### src/rtl/cart_dec_pkg.sv
// Shared types for the cartridge address decoder.
// Assumes a 24-bit host bus and the five target classes below.
package cart_dec_pkg;

    localparam int ADDR_W    = 24;
    localparam int BANK_W    = 5;
    localparam int PROT_W    = 4;
    localparam int CHUNKS    = 8;

    typedef enum logic [2:0] {
        TGT_NONE = 3'd0,
        TGT_REGS = 3'd1,
        TGT_IRAM = 3'd2,
        TGT_WRAM = 3'd3,
        TGT_ROM  = 3'd4
    } cart_tgt_e;

    typedef struct packed {
        logic [BANK_W-1:0] wram_bank;
        logic              wram_we;
        logic [PROT_W-1:0] prot_size;
        logic [CHUNKS-1:0] iram_we;
    } cart_cfg_t;

endpackage

### src/rtl/cart_region_dec.sv
// Region decoder: maps a host address to a target and a local address.
// Assumes WRAM_AW <= 20. Purely combinational.
module cart_region_dec
    import cart_dec_pkg::*;
#(
    parameter int WRAM_AW = 17,
    parameter int REG_AW  = 9,
    parameter int IRAM_AW = 11
) (
    input  logic [ADDR_W-1:0] addr,
    input  logic [BANK_W-1:0] wram_bank,
    output cart_tgt_e         tgt,
    output logic [ADDR_W-1:0] loc
);

    localparam int WIN_AW = 13;
    localparam logic [ADDR_W-1:0] WRAM_MASK = ADDR_W'((64'd1 << WRAM_AW) - 64'd1);
    localparam logic [ADDR_W-1:0] REG_MASK  = ADDR_W'((64'd1 << REG_AW) - 64'd1);
    localparam logic [ADDR_W-1:0] IRAM_MASK = ADDR_W'((64'd1 << IRAM_AW) - 64'd1);

    logic [7:0]        bank;
    logic [15:0]       off;
    logic [ADDR_W-1:0] win_addr;

    assign bank = addr[23:16];
    assign off  = addr[15:0];

    // Window address: selected bank followed by the 13-bit offset.
    always_comb begin
        win_addr = {{(ADDR_W-BANK_W-WIN_AW){1'b0}}, wram_bank, off[WIN_AW-1:0]} & WRAM_MASK;
    end

    // Target selection and address translation.
    always_comb begin
        tgt = TGT_NONE;
        loc = '0;
        if (!bank[6]) begin
            if (off[15]) begin
                tgt = TGT_ROM;
                loc = addr;
            end else if (off >= 16'h2200 && off <= 16'h23FF) begin
                tgt = TGT_REGS;
                loc = addr & REG_MASK;
            end else if (off >= 16'h3000 && off <= 16'h37FF) begin
                tgt = TGT_IRAM;
                loc = addr & IRAM_MASK;
            end else if (off >= 16'h6000) begin
                tgt = TGT_WRAM;
                loc = win_addr;
            end
        end else if (bank[7]) begin
            tgt = TGT_ROM;
            loc = addr;
        end else if (bank[7:4] == 4'h4) begin
            tgt = TGT_WRAM;
            loc = {4'h0, addr[19:0]} & WRAM_MASK;
        end
    end

endmodule

### src/rtl/cart_cfg_regs.sv
// Host-side configuration registers written through the register file region.
// Assumes a write is a single-cycle strobe. The index values are fixed by the register map.
module cart_cfg_regs
    import cart_dec_pkg::*;
#(
    parameter logic [8:0] IDX_BANK    = 9'h024,
    parameter logic [8:0] IDX_WRAM_WE = 9'h026,
    parameter logic [8:0] IDX_PROT    = 9'h028,
    parameter logic [8:0] IDX_IRAM_WE = 9'h029
) (
    input  logic       clk,
    input  logic       rst_n,
    input  logic       reg_wr,
    input  logic [8:0] reg_idx,
    input  logic [7:0] wdata,
    output cart_cfg_t  cfg
);

    // Load the addressed field on a register write; clear on reset.
    always_ff @(posedge clk) begin
        if (!rst_n) begin
            cfg <= '0;
        end else if (reg_wr) begin
            case (reg_idx)
                IDX_BANK:    cfg.wram_bank <= wdata[BANK_W-1:0];
                IDX_WRAM_WE: cfg.wram_we   <= wdata[7];
                IDX_PROT:    cfg.prot_size <= wdata[PROT_W-1:0];
                IDX_IRAM_WE: cfg.iram_we   <= wdata;
                default:     cfg           <= cfg;
            endcase
        end
    end

endmodule

### src/rtl/cart_wr_guard.sv
// Write guard: turns a write request into a strobe according to target and protection.
// Assumes 256-byte protection granules for both RAMs. Combinational.
module cart_wr_guard
    import cart_dec_pkg::*;
#(
    parameter int CHUNK_AW = 8
) (
    input  cart_tgt_e         tgt,
    input  logic [ADDR_W-1:0] loc,
    input  logic              wr,
    input  cart_cfg_t         cfg,
    output logic              stb
);

    localparam int LIM_W = PROT_W + CHUNK_AW;

    logic [LIM_W-1:0] prot_limit;
    logic             in_prot;
    logic             chunk_ok;

    // Protected area size and membership of the current address.
    always_comb begin
        prot_limit = {cfg.prot_size, {CHUNK_AW{1'b0}}};
        in_prot    = (loc < ADDR_W'(prot_limit));
        chunk_ok   = cfg.iram_we[loc[CHUNK_AW +: $clog2(CHUNKS)]];
    end

    // Per-target write permission.
    always_comb begin
        case (tgt)
            TGT_REGS: stb = wr;
            TGT_IRAM: stb = wr && chunk_ok;
            TGT_WRAM: stb = wr && (cfg.wram_we || !in_prot);
            default:  stb = 1'b0;
        endcase
    end

endmodule

### src/rtl/cart_addr_decoder.sv
// Top: cartridge coprocessor address decoder.
// Decodes host addresses and gates writes. Configuration is loaded on the next edge.
module cart_addr_decoder
    import cart_dec_pkg::*;
#(
    parameter int WRAM_AW = 17
) (
    input  logic        clk,
    input  logic        rst_n,
    input  logic [23:0] bus_addr,
    input  logic        bus_wr,
    input  logic [7:0]  bus_wdata,
    input  logic [7:0]  tgt_rdata,
    output logic [2:0]  tgt_sel,
    output logic [23:0] loc_addr,
    output logic        wr_stb,
    output logic [7:0]  bus_rdata
);

    cart_tgt_e tgt;
    cart_cfg_t cfg;
    logic      reg_wr;

    cart_region_dec #(.WRAM_AW(WRAM_AW)) u_region (
        .addr      (bus_addr),
        .wram_bank (cfg.wram_bank),
        .tgt       (tgt),
        .loc       (loc_addr)
    );

    // Register file writes feed the configuration block.
    assign reg_wr = bus_wr && (tgt == TGT_REGS);

    cart_cfg_regs u_cfg (
        .clk     (clk),
        .rst_n   (rst_n),
        .reg_wr  (reg_wr),
        .reg_idx (loc_addr[8:0]),
        .wdata   (bus_wdata),
        .cfg     (cfg)
    );

    cart_wr_guard u_guard (
        .tgt (tgt),
        .loc (loc_addr),
        .wr  (bus_wr),
        .cfg (cfg),
        .stb (wr_stb)
    );

    // Unmapped reads return the open-bus value.
    always_comb begin
        tgt_sel   = tgt;
        bus_rdata = (tgt == TGT_NONE) ? 8'hFF : tgt_rdata;
    end

endmodule

### config.mk
export PLATFORM = sky130hd
export DESIGN_NAME = cart_addr_decoder
export DESIGN_NICKNAME = d
export VERILOG_FILES = /design/src/rtl/cart_dec_pkg.sv /design/src/rtl/cart_region_dec.sv /design/src/rtl/cart_cfg_regs.sv /design/src/rtl/cart_wr_guard.sv /design/src/rtl/cart_addr_decoder.sv
export SDC_FILE = /design/constraint.sdc
export NUM_CORES = 1
export LEC_CHECK = 0
export ABC_AREA = 1
export ABC_CLOCK_PERIOD_IN_PS = 1800
export BUFFER_PORTS_ARGS = -buffer_cell sky130_fd_sc_hd__buf_4
export CAP_MARGIN = 5
export CORE_UTILIZATION = 43
export CTS_CLUSTER_SIZE = 10
export DETAILED_ROUTE_END_ITERATION = 8
export PLACE_DENSITY = 0.74
export SLEW_MARGIN = 20
export SYNTH_ARGS = -nofsm -noshare
export SYNTH_HDL_FRONTEND = slang
export SYNTH_HIERARCHICAL = 1
export SYNTH_SLANG_ARGS = --single-unit
### constraint.sdc
create_clock -name clk -period 1.8 [get_ports clk]
set_input_delay 0.27 -clock clk [delete_from_list [all_inputs] [get_ports clk]]
set_output_delay 0.27 -clock clk [all_outputs]
set_load 0.005 [all_outputs]
* After elaboration in Yosys (flattened, before gate mapping)
Cells that the tools add are included.
Cells by class: $add $sub $neg 0, multipliers 0, divide/modulo/power cells 0, $lt $le $gt $ge 7, eq/ne operators 8, shift-type cells 0, mux-type cells 18, bitwise gates (word level) 0, reduce and logical (&&, ||, !) cells 12
Operator list (number):
- two-way mux 24 bit | 5
- equality test 9 x 6 -> 1 bit, second input constant | 4
- two-way mux 17 bit | 2
- >= comparator 16 x 14 -> 1 bit, second input constant | 2
- less-or-equal comparator 16 x 14 -> 1 bit, second input constant | 2
- less-than comparator 24 x 12 -> 1 bit | 1
- >= comparator 16 x 15 -> 1 bit, second input constant | 1
- two-way mux 3 bit | 5
- two-way mux 8 bit | 1
- AND reduction 2 bit | 4
- equality test 3 x 2 -> 1 bit, second input constant | 2
- logical AND 1 bit | 5
- equality test 4 x 3 -> 1 bit, second input constant | 1
- less-than comparator 3 x 4 -> 1 bit, second input constant | 1
- two-way mux 2 bit | 2
- binary-select mux 1 bit (select 3 bit) | 1
- equality test 3 x 1 -> 1 bit, second input constant | 1
- logical NOT 3 bit | 1
- one-hot mux 1 bit (3 select lines) | 1
- logical NOT 1 bit | 1
- logical OR 1 bit | 1
- two-way mux 1 bit | 1
Storage, ports and cells: register bits 17, bits in latches 0, memory bits (writable) 0, memory bits (read-only) 0, bits of input ports 43, logic and storage cells 49, memories 0

* Longest topological paths before layout
Gate-level depths: netlist of run 1.
word-level depth 11, mapped depth 15, depth with buffers taken out 15

* Modules after synthesis
The synthesis of run 1 kept the hierarchy.
By module, submodules not included:
- cart_cfg_regs | times used 1, cells an instance 163, area each 1037.2 um^2
- cart_region_dec | times used 1, cells an instance 91, area each 399.1 um^2
- cart_wr_guard | times used 1, cells an instance 53, area each 246.5 um^2
- cart_addr_decoder | times used 1, cells an instance 23, area each 91.3 um^2

* Worst setup path after synthesis of run 1
OpenSTA, ideal clock, no wires.
path kind input to register, from in bus_addr[15], to reg u_cfg/cfg[0] (netlist name), setup time 0.110 ns, arrival 1.734 ns, required time 1.690 ns, slack -0.044 ns, stages on the path 13, cells stage by stage nor2_2 inv_1 nand2_1 inv_1 inv_1 nand2_1 nor2_1 nand2_2 nor2_4 buf_4 nand4_1 nand2_1 nor2_1
Between the ends: elaborated cells between the ends (all ways) 21, classes of those cells order compare (5); eq/ne (2); mux (10); reduce/logical (4)
RTL lines:
- from (decl) | line cart_addr_decoder.sv:10 | input logic [23:0] bus_addr,
- >= comparator 16 x 14 -> 1 bit / less-or-equal comparator 16 x 14 -> 1 bit (equally long branches) | line cart_region_dec.sv:41 | end else if (off >= 16'h2200 && off <= 16'h23FF) begin
- logical AND 1 bit | line cart_region_dec.sv:41
- two-way mux 3 bit | line cart_region_dec.sv:41
- two-way mux 3 bit * | line cart_region_dec.sv:38 | if (off[15]) begin
- two-way mux 3 bit * | line cart_region_dec.sv:37 | if (!bank[6]) begin
- via tgt_sel[2] | line cart_addr_decoder.sv:14 | output logic [2:0] tgt_sel,
- equality test 3 x 1 -> 1 bit * | line cart_addr_decoder.sv:32 | assign reg_wr = bus_wr && (tgt == TGT_REGS);
- logical AND 1 bit * | line cart_addr_decoder.sv:32
- via reg_wr | line cart_addr_decoder.sv:22 | logic reg_wr;
- AND reduction 2 bit (no source line) *
Mark *: on every way through the listed nets, which the timed path passes. The rest lies on a longest branch. A chain may end at the register's enable or synchronous reset.

* Worst setup path after layout of run 1
from in bus_addr[13], to out wr_stb
Between the ends: word-level cells in the longest chain between the ends 11, elaborated cells between the ends (all ways) 30, classes of those cells order compare (6); eq/ne (3); mux (15); reduce/logical (6)
RTL lines:
- >= comparator 16 x 15 -> 1 bit, or another cell as far along | line cart_region_dec.sv:47 | end else if (off >= 16'h6000) begin
- two-way mux 17 bit / logical AND 1 bit (equally long branches) | line cart_region_dec.sv:47, cart_region_dec.sv:44
- two-way mux 24 bit | line cart_region_dec.sv:44 | end else if (off >= 16'h3000 && off <= 16'h37FF) begin
- two-way mux 24 bit | line cart_region_dec.sv:41
- two-way mux 24 bit | line cart_region_dec.sv:38
- two-way mux 24 bit | line cart_region_dec.sv:37
- less-than comparator 24 x 12 -> 1 bit | line cart_wr_guard.sv:24 | in_prot = (loc < ADDR_W'(prot_limit));
- logical NOT 1 bit | line cart_wr_guard.sv:33 | TGT_WRAM: stb = wr && (cfg.wram_we || !in_prot);
- logical OR 1 bit | line cart_wr_guard.sv:33
- logical AND 1 bit | line cart_wr_guard.sv:33
- one-hot mux 1 bit (3 select lines) * | line cart_wr_guard.sv:30 | case (tgt)
- to (decl) | line cart_addr_decoder.sv:16 | output logic wr_stb,
Mark *: on every way between the ends. The rest lies on a longest branch, timed or not. The select of a mux whose other input is x is not followed.

==> flow_summary_export.csv, run 1 <==
group,metric,value,unit
timing,period_needed,2060,ps
cts,cts_tree,"built",
job,drv_cap,0,
final_layout,largest_reg_flops,17,
drt,wl_per_cell,12.7,µm
critical_path,worstSetupEndpointType,"output port",
drt,drc,0,
final_layout,final_common_cell,"buf_4",
floorplanning,pin_count,79,
synth,synth_nets,369,
pwr,power.share.sequential,29.5,%
cts,clk_pin_slew,70,ps
pwr,internal-power,852,µW
pwr,p_sw,423,µW
cts,numCtsBuffers,3,
cts,clock-root-buffer,"clkbuf_8",
placed_design,portBuffers,78,
cts,hold_buffers,0,
timing,fmax,485,MHz
critical_path,worstPathRequired,1530,ps
timing,finClkSkew,0,ps
pwr,combPwrFrac,48.3,%
pwr,clkPwrFrac,22.2,%
floorplanning,coreArea,3770,µm²
cts,clk_latency,250,ps
drt,drtAntennaViolNets,0,
global_route,gr-total-overflow,0,
floorplanning,rows,22,
drt,first_pass_iters,4,
floorplanning,die_x,65.4,µm
critical_path,worstPathMaxFanout,5,
global_route,antenna_found_initial,0,
global_route,grt_pass1_vias,2196,
run_status,failed_checks,"setup timing",
timing,rsz0062_at_grt,"yes",
timing,hold_viol,0,
timing,setup_ws,-264,ps
global_route,grt_max_degree,18,
pwr,peakVddDrop,0.384,mV
critical_path,criticalPathCategory,"in -> out",
critical_path,reg2regPathDepth,4,
final_layout,largest-register,"u_cfg/cfg",
drt,vias,2439,
critical_path,start_kind,"input port",
final_layout,drive_gt1_share,44.5,%
final_layout,fillerInstances,252,
critical_path,arrival,1790,ps
floorplanning,start_util,45.9,%
timing,drv_slew,0,
final_layout,fin_util,82.3,%
final_layout,antennaDiodeCount,0,
synth,yosysWarningCount,6,
timing,worst_pin_slew,326,ps
pwr,power_density,411,nW/µm²
timing,max_slew_margin,78.0,%
floorplanning,dieArea,4280,µm²
synth,synthCells,323,
drt,drt_iter0_markers,118,
placed_design,gp_congestion,0.898,
floorplanning,die_y,65.4,µm
cts,cts_sinks,17,
timing,post-route-period-util,115,%
placed_design,dpl.hpwl,4.01,mm
timing,finalSetupViolCount,34,
pwr,cellLeakagePower,1.67,nW
final_layout,final_nets,501,
drt,vias_per_cell,4.86,
min_path,hold_path_class,"in -> reg",
cts,cts_htree_levels,1,
final_layout,reg_top3,"u_cfg/cfg: 17 flops",
synth,syn-cell-area,1730,µm²
global_route,grt_pass1_wl,9.49,mm
cts,cts_buffer_depth,2,
global_route,track_usage,28.4,%
pwr,netSwitchingFraction,33.2,%
drt,wl,6.38,mm
critical_path,rrSetupSlack,1080,ps
final_layout,area_delta_synth_final,79.6,%
min_path,min_path_cells,5,
placed_design,place_ws,-350,ps
run_status,outcome,"finished, violations left",
final_layout,final_cell_mix,"buf_4, nand2_1, inv_1",
timing,whs,348,ps
synth,post_synth.cell_area_avg,5.35,µm²
==> worst max-delay path, cell delays in order <==
cell and delay (ps):
buf_4 140, a21oi_4 180, inv_1 80, buf_4 150
nand3_1 70, o21ai_0 140, nor2_1 140, nand2_1 90
nor2_1 160, nand4_1 110, nand2_1 70, nor2_1 50
buf_4 130
==> power by group through the flow <==
stage,registers [mW],clock network (mW),logic [mW]
floorplan,0.385,0,0.215
global placement,0.385,0,0.499
detailed placement,0.385,0,0.504
CTS,0.376,0.283,0.569
global route,0.376,0.310,0.662
finish,0.376,0.283,0.616
==> what timing repair did <==
item,in CTS,in global routing
setup endpoints to repair,27,34
cloned,2,0
buffers inserted,10,2
resized for setup,35,39
pin swaps,15,19
==> final timing paths <==
path / startpoint / endpoint
worst min-delay path: bus_wdata[5] / u_cfg/cfg[5]$_SDFFE_PN0P_
worst max-delay path: bus_addr[13] / wr_stb
worst min register to register: u_cfg/cfg[11]$_SDFFE_PN0P_ / u_cfg/cfg[11]$_SDFFE_PN0P_
worst max register to register: u_cfg/cfg[14]$_SDFFE_PN0P_ / u_cfg/cfg[14]$_SDFFE_PN0P_
==> stage by stage <==
stage | cells | TNS (ps) | total power [mW] | instance area (µm²)
after global placement | 486 | -4860 | 0.884 | 2700
after floorplan | 323 | 0 | 0.600 | 1740
after global routing | 502 | -6370 | 1.35 | 3110
after detailed placement | 486 | -5330 | 0.889 | 2700
after CTS | 502 | -1930 | 1.23 | 2990
final | 502 | -3630 | 1.28 | 3110
==> cell type report <==
class | count | area [µm²] | area share (%)
Clock inverter | 1 | 5.00 | 0.161
Sequential cell | 17 | 340 | 11.0
Clock buffer | 3 | 41.3 | 1.33
Tap cell | 48 | 60.1 | 1.93
Inverter | 87 | 332 | 10.7
Multi-Input combinational cell | 212 | 1200 | 38.7
Timing Repair Buffer | 134 | 1130 | 36.3
==> routing by layer <==
| metal | track usage (%) | up-vias | wire (µm) |
|---|---|---|---|
| met5 | 0 | - | 0 |
| met2 | 53.9 | 112 | 3210 |
| met1 | 31.8 | 1083 | 2510 |
| met4 | 12.0 | 0 | 231 |
| li1 | - | 1217 | - |
| met3 | 2.78 | 27 | 434 |
Power figures use the tool's default switching activity.
==> run 2, diff against run 1 <==
--- a/config.mk
+++ b/config.mk
@@ -9,6 +9,7 @@
 export ABC_CLOCK_PERIOD_IN_PS = 1800
 export BUFFER_PORTS_ARGS = -buffer_cell sky130_fd_sc_hd__buf_4
 export CAP_MARGIN = 5
+export CORE_ASPECT_RATIO = 1.2
 export CORE_UTILIZATION = 43
 export CTS_CLUSTER_SIZE = 10
 export DETAILED_ROUTE_END_ITERATION = 8
==> run 2 against run 1 <==
Compared with the run above:
- clock power grew 5%
- register-to-register slack improved by 20 ps
- maximum frequency shrank 3.0%
- critical path type unchanged
- final area grew 1.2%
- clock-buffer cell count is the same
- the run still ends with setup timing left
- cell count up 2.2%
- sequential power is essentially flat
- sequential share of layout area fell by 0.14 points
- non-clock buffer count increased by 7
- worst setup slack got worse by 63 ps
- first-iteration DRC count down 40%
- clock skew stayed put
- largest cell class unchanged
==> flow_summary_export.csv, run 2 (synthesized netlist as in run 1, its figures left out) <==
group,metric,value,unit
cts,cts_buffer_depth,2,
final_layout,final_common_cell,"buf_4",
drt,wl,6.07,mm
min_path,hold_path_class,"in -> reg",
drt,drtAntennaViolNets,0,
timing,period_needed,2130,ps
drt,wl_per_cell,11.8,µm
cts,clock-root-buffer,"clkbuf_8",
pwr,power_density,412,nW/µm²
global_route,grt_use_met3,2.53,%
critical_path,worstSetupEndpointType,"output port",
pwr,cellLeakagePower,1.72,nW
cts,hold_buffers,0,
timing,finalSetupViolCount,33,
critical_path,rrSetupSlack,1100,ps
final_layout,final_cell_mix,"buf_4, inv_1, nand2_1",
final_layout,largest-register,"u_cfg/cfg",
timing,max_slew_margin,68.7,%
final_layout,area_delta_synth_final,81.8,%
drt,first_pass_iters,5,
critical_path,criticalPathCategory,"in -> out",
job,drv_cap,0,
timing,worst_pin_slew,470,ps
timing,drv_slew,0,
final_layout,design_area,3140,µm²
cts,clk_latency,260,ps
global_route,grt_pass1_vias,2225,
global_route,use_met1,29.9,%
floorplanning,coreArea,3750,µm²
drt,drc,0,
timing,rsz0062_at_grt,"yes",
cts,clk_pin_slew,70,ps
timing,post-route-period-util,118,%
placed_design,place_ws,-314,ps
cts,numCtsBuffers,3,
critical_path,arrival,1860,ps
floorplanning,dieArea,4280,µm²
drt,vias_per_cell,4.67,
cts,cts_sinks,17,
critical_path,start_kind,"input port",
placed_design,gp_congestion,0.838,
final_layout,drive_gt1_share,44.0,%
cts,cts_tree,"built",
critical_path,worstPathRequired,1530,ps
global_route,antenna_found_initial,0,
timing,whs,327,ps
run_status,outcome,"finished, violations left",
floorplanning,die_y,71.5,µm
pwr,peakVddDrop,0.442,mV
final_layout,reg_top3,"u_cfg/cfg: 17 flops",
timing,setup_ws,-327,ps
global_route,met2_usage,49.9,%
timing,finClkSkew,0,ps
floorplanning,die_x,59.9,µm
final_layout,final_nets,508,
global_route,grt_max_degree,22,
critical_path,worstPathMaxFanout,5,
placed_design,portBuffers,78,
run_status,failed_checks,"setup timing",
timing,hold_viol,0,
cts,cts_htree_levels,1,
floorplanning,rows,24,
drt,drt_iter0_markers,71,
global_route,grt_busiest_layer,"met2",
floorplanning,start_util,46.1,%
final_layout,antennaDiodeCount,0,
timing,fmax,470,MHz
global_route,track_usage,27.2,%
placed_design,postPlaceCellArea,2690,µm²
global_route,gr-total-overflow,0,
global_route,grt_pass1_wl,9.00,mm
final_layout,largest_reg_flops,17,
placed_design,dpl.hpwl,4.14,mm
drt,vias,2398,
floorplanning,pin_count,79,
[run 2: final cells by class]
class | count | area (µm²)
clock buffer | 3 | 41.3
clock inverter | 1 | 5.00
fill | 252 | 609
inverter | 87 | 332
multi-input combinational | 212 | 1180
sequential | 17 | 340
tap | 52 | 65.1
timing repair buffer | 141 | 1180
[run 2: critical path, cell delays in order]
cell	delay, ps
buf_4	140
a21oi_4	170
inv_1	110
buf_4	160
nand3_1	70
o21ai_0	120
nor2_1	140
nand2_1	110
nor2_2	190
nand4_1	120
nand2_1	80
nor2_1	40
buf_4	130
[run 2: routing by layer]
layer	wire length [µm]	part of all wire, %	vias to the layer above
met2	3130	51	102
li1	-	-	1225
met3	343	5.6	23
met5	0	0	-
met1	2310	38	1048
met4	291	4.8	0
[run 2: what timing repair did]
action / in CTS / in global routing
setup endpoints to repair: 16 / 34
setup buffers: 6 / 12
resized for setup: 25 / 48
hold endpoints to repair: 0 / 0
cloned: 0 / 1
pin swaps: 12 / 27
[run 2: final timing paths]
kind / startpoint / end / cells past startpoint
hold / removal: rst_n / u_cfg/cfg[13]$_SDFFE_PN0P_ / 3
setup reg to reg: u_cfg/cfg[7]$_SDFFE_PN0P_ / u_cfg/cfg[7]$_SDFFE_PN0P_ / 4
hold reg to reg: u_cfg/cfg[10]$_SDFFE_PN0P_ / u_cfg/cfg[10]$_SDFFE_PN0P_ / 4
setup / recovery: bus_addr[13] / wr_stb / 13
[run 2: per-stage QoR]
step,setup TNS [ps],util (%),std cells,power (mW)
finish,-2570,83.8,513,1.29
global route,-5470,83.8,513,1.37
CTS,-180,76.6,500,1.22
detailed placement,-4920,71.7,490,0.890
global placement,-4210,71.7,490,0.884
floorplan,0,-,323,0.600
[run 2: report_power, final]
group / switching (mW) / internal (mW)
Combinational: 0.292 / 0.330
Clock: 0.142 / 0.154
Sequential: 0.0000791 / 0.376
Total: 0.434 / 0.860
==> run 3, diff against run 2 <==
--- a/config.mk
+++ b/config.mk
@@ -9,7 +9,7 @@
 export ABC_CLOCK_PERIOD_IN_PS = 1800
 export BUFFER_PORTS_ARGS = -buffer_cell sky130_fd_sc_hd__buf_4
 export CAP_MARGIN = 5
-export CORE_ASPECT_RATIO = 1.2
+export CORE_ASPECT_RATIO = 1.1
 export CORE_UTILIZATION = 43
 export CTS_CLUSTER_SIZE = 10
 export DETAILED_ROUTE_END_ITERATION = 8
==> run 3 against run 2 <==
Compared with the run above:
- the run still ends with setup timing left
- clock-buffer cell count unchanged
- cell count down 0.58%
- combinational power up 2%
- critical path depth up 2
- largest cell class unchanged
- non-clock buffer count down 1
- critical endpoint unchanged
- wire length up 8.2%
- sequential cell count unchanged
- clock skew unchanged
- sequential power about the same
- hold slack better by 20 ps
- largest power group unchanged
==> flow_summary_export.csv, run 3 (synthesized netlist as in run 1, its figures left out) <==
group,metric,value,unit
pwr,cellLeakagePower,1.71,nW
final_layout,final_common_cell,"buf_4",
timing,finClkSkew,0,ps
final_layout,drive_gt1_share,48.3,%
drt,wl,6.57,mm
placed_design,dpl.hpwl,3.98,mm
cts,hold_buffers,0,
cts,clock-root-buffer,"clkbuf_8",
global_route,gr-total-overflow,0,
final_layout,multi_input_area,1210,µm²
final_layout,fillerInstances,241,
final_layout,final_nets,507,
final_layout,reg_top3,"u_cfg/cfg: 17 flops",
critical_path,worstPathMaxFanout,5,
critical_path,worstSetupEndpointType,"output port",
floorplanning,coreArea,3740,µm²
global_route,antenna_found_initial,0,
global_route,grt_pass1_wl,9.22,mm
timing,rsz0062_at_grt,"yes",
timing,worst_pin_slew,318,ps
pwr,peakVddDrop,0.393,mV
critical_path,max_stage_delay,260,ps
timing,setup_ws,-181,ps
placed_design,portBuffers,78,
floorplanning,start_util,46.2,%
job,drv_cap,0,
floorplanning,dieArea,4280,µm²
drt,drtAntennaViolNets,0,
final_layout,largest-register,"u_cfg/cfg",
drt,vias,2539,
timing,finalSetupViolCount,13,
critical_path,cp.buffers_inverters,5,
critical_path,cp_top_family,"simple AND/OR/NAND/NOR gates",
timing,fmax,505,MHz
critical_path,start_kind,"input port",
drt,drt_iter0_markers,132,
critical_path,startpoint,"bus_addr[23]",
pwr,power_density,409,nW/µm²
min_path,hp-start,"rst_n",
cts,cts_sinks,17,
placed_design,gp_congestion,0.890,
floorplanning,die_x,62.5,µm
global_route,track_usage,26.8,%
cts,cts_htree_levels,1,
timing,whs,347,ps
pwr,p_total,1.30,mW
global_route,grt_max_degree,18,
final_layout,antennaDiodeCount,0,
final_layout,ff_latch_area,340,µm²
floorplanning,die_y,68.5,µm
drt,drc,0,
cts,clk_latency,250,ps
critical_path,arrival,1710,ps
drt,first_pass_iters,5,
final_layout,area_delta_synth_final,83.9,%
timing,hold_viol,0,
drt,wl_per_cell,12.9,µm
min_path,hold_path_class,"in -> reg",
floorplanning,pin_count,79,
global_route,grt_pass1_vias,2235,
floorplanning,rows,23,
timing,post-route-period-util,110,%
critical_path,cp_slowest_cell,"ha_1",
run_status,failed_checks,"setup timing",
drt,vias_per_cell,4.98,
cts,numCtsBuffers,3,
run_status,outcome,"finished, violations left",
timing,max_slew_margin,78.6,%
critical_path,criticalPathCategory,"in -> out",
cts,cts_tree,"built",
timing,period_needed,1980,ps
critical_path,path_cells,"buf_6, inv_4, nand2_4, a21oi_4, inv_2, nand3_1, inv_2, ha_1, nand2_1, nand2_1, nand2_1, nand4_1, nand2_1, nor2_1, buf_4",
critical_path,timing.rr.start,"u_cfg/cfg[16]$_SDFFE_PN0P_",
cts,cts_buffer_depth,2,
timing,drv_slew,0,
critical_path,crit_path_frequent_cell,"nand2_1",
cts,clk_pin_slew,70,ps
final_layout,largest_reg_flops,17,
critical_path,worstPathRequired,1530,ps
final_layout,final_cell_mix,"buf_4, nand2_1, inv_1",
==> run 3: stage by stage <==
step                      setup TNS, ps  area, µm²  util [%]  instances  worst slack (ps)
final                              -702       3180      85.0        510              -181
after global routing              -2440       3180      85.0        510              -317
after CTS                          -282       3040      81.2        506              -191
after detailed placement          -5730       2710      72.5        488              -378
after global placement            -4730       2710      72.5        488              -313
after floorplan                       0       1740         -        323              2.31
==> run 3: worst register-to-register path, cell delays in order, from the launching register on <==
cell and delay [ps]:
dfxtp_1 350, inv_1 80, nand2_1 90, inv_1 50, nor2_1 110
==> run 3: what timing repair did <==
| item | 4_1_cts | 5_1_grt |
|---|---|---|
| resized for setup | 33 | 62 |
| setup endpoints to repair | 25 | 32 |
| buffers inserted | 13 | 6 |
| pin swaps | 11 | 35 |
| cloned | 3 | 1 |
==> run 3: final timing paths <==
path	to	slack, ps	depth (start not counted)
hold / removal	u_cfg/cfg[12]$_SDFFE_PN0P_	350	3
setup reg to reg	u_cfg/cfg[16]$_SDFFE_PN0P_	1040	4
setup / recovery	wr_stb	-180	15
hold reg to reg	u_cfg/cfg[9]$_SDFFE_PN0P_	510	4
==> run 3: routing by layer <==
metal / part of all wire (%) / routed length, µm / track usage (%) / up-vias
met3: 7.1 / 467 / 3.62 / 44
met4: 5.2 / 340 / 12.8 / 0
met5: 0 / 0 / 0 / -
li1: - / - / - / 1230
met1: 37 / 2420 / 28.1 / 1117
met2: 51 / 3350 / 53.8 / 148
==> run 3: power by group <==
| group | internal, mW | switching [mW] | total (mW) |
|---|---|---|---|
| clock | 0.154 | 0.135 | 0.288 |
| combinational | 0.337 | 0.299 | 0.636 |
| sequential | 0.376 | 0.0000849 | 0.376 |
| total | 0.867 | 0.434 | 1.30 |
==> run 3: layout make-up <==
type	instances	share of cell area [%]
well taps	50	1.97
flip-flops and latches	17	10.7
repair buffers	140	37.3
clock inverters	1	0.157
inverters	87	10.5
multi-input cells	212	38.1
clock buffers	3	1.30
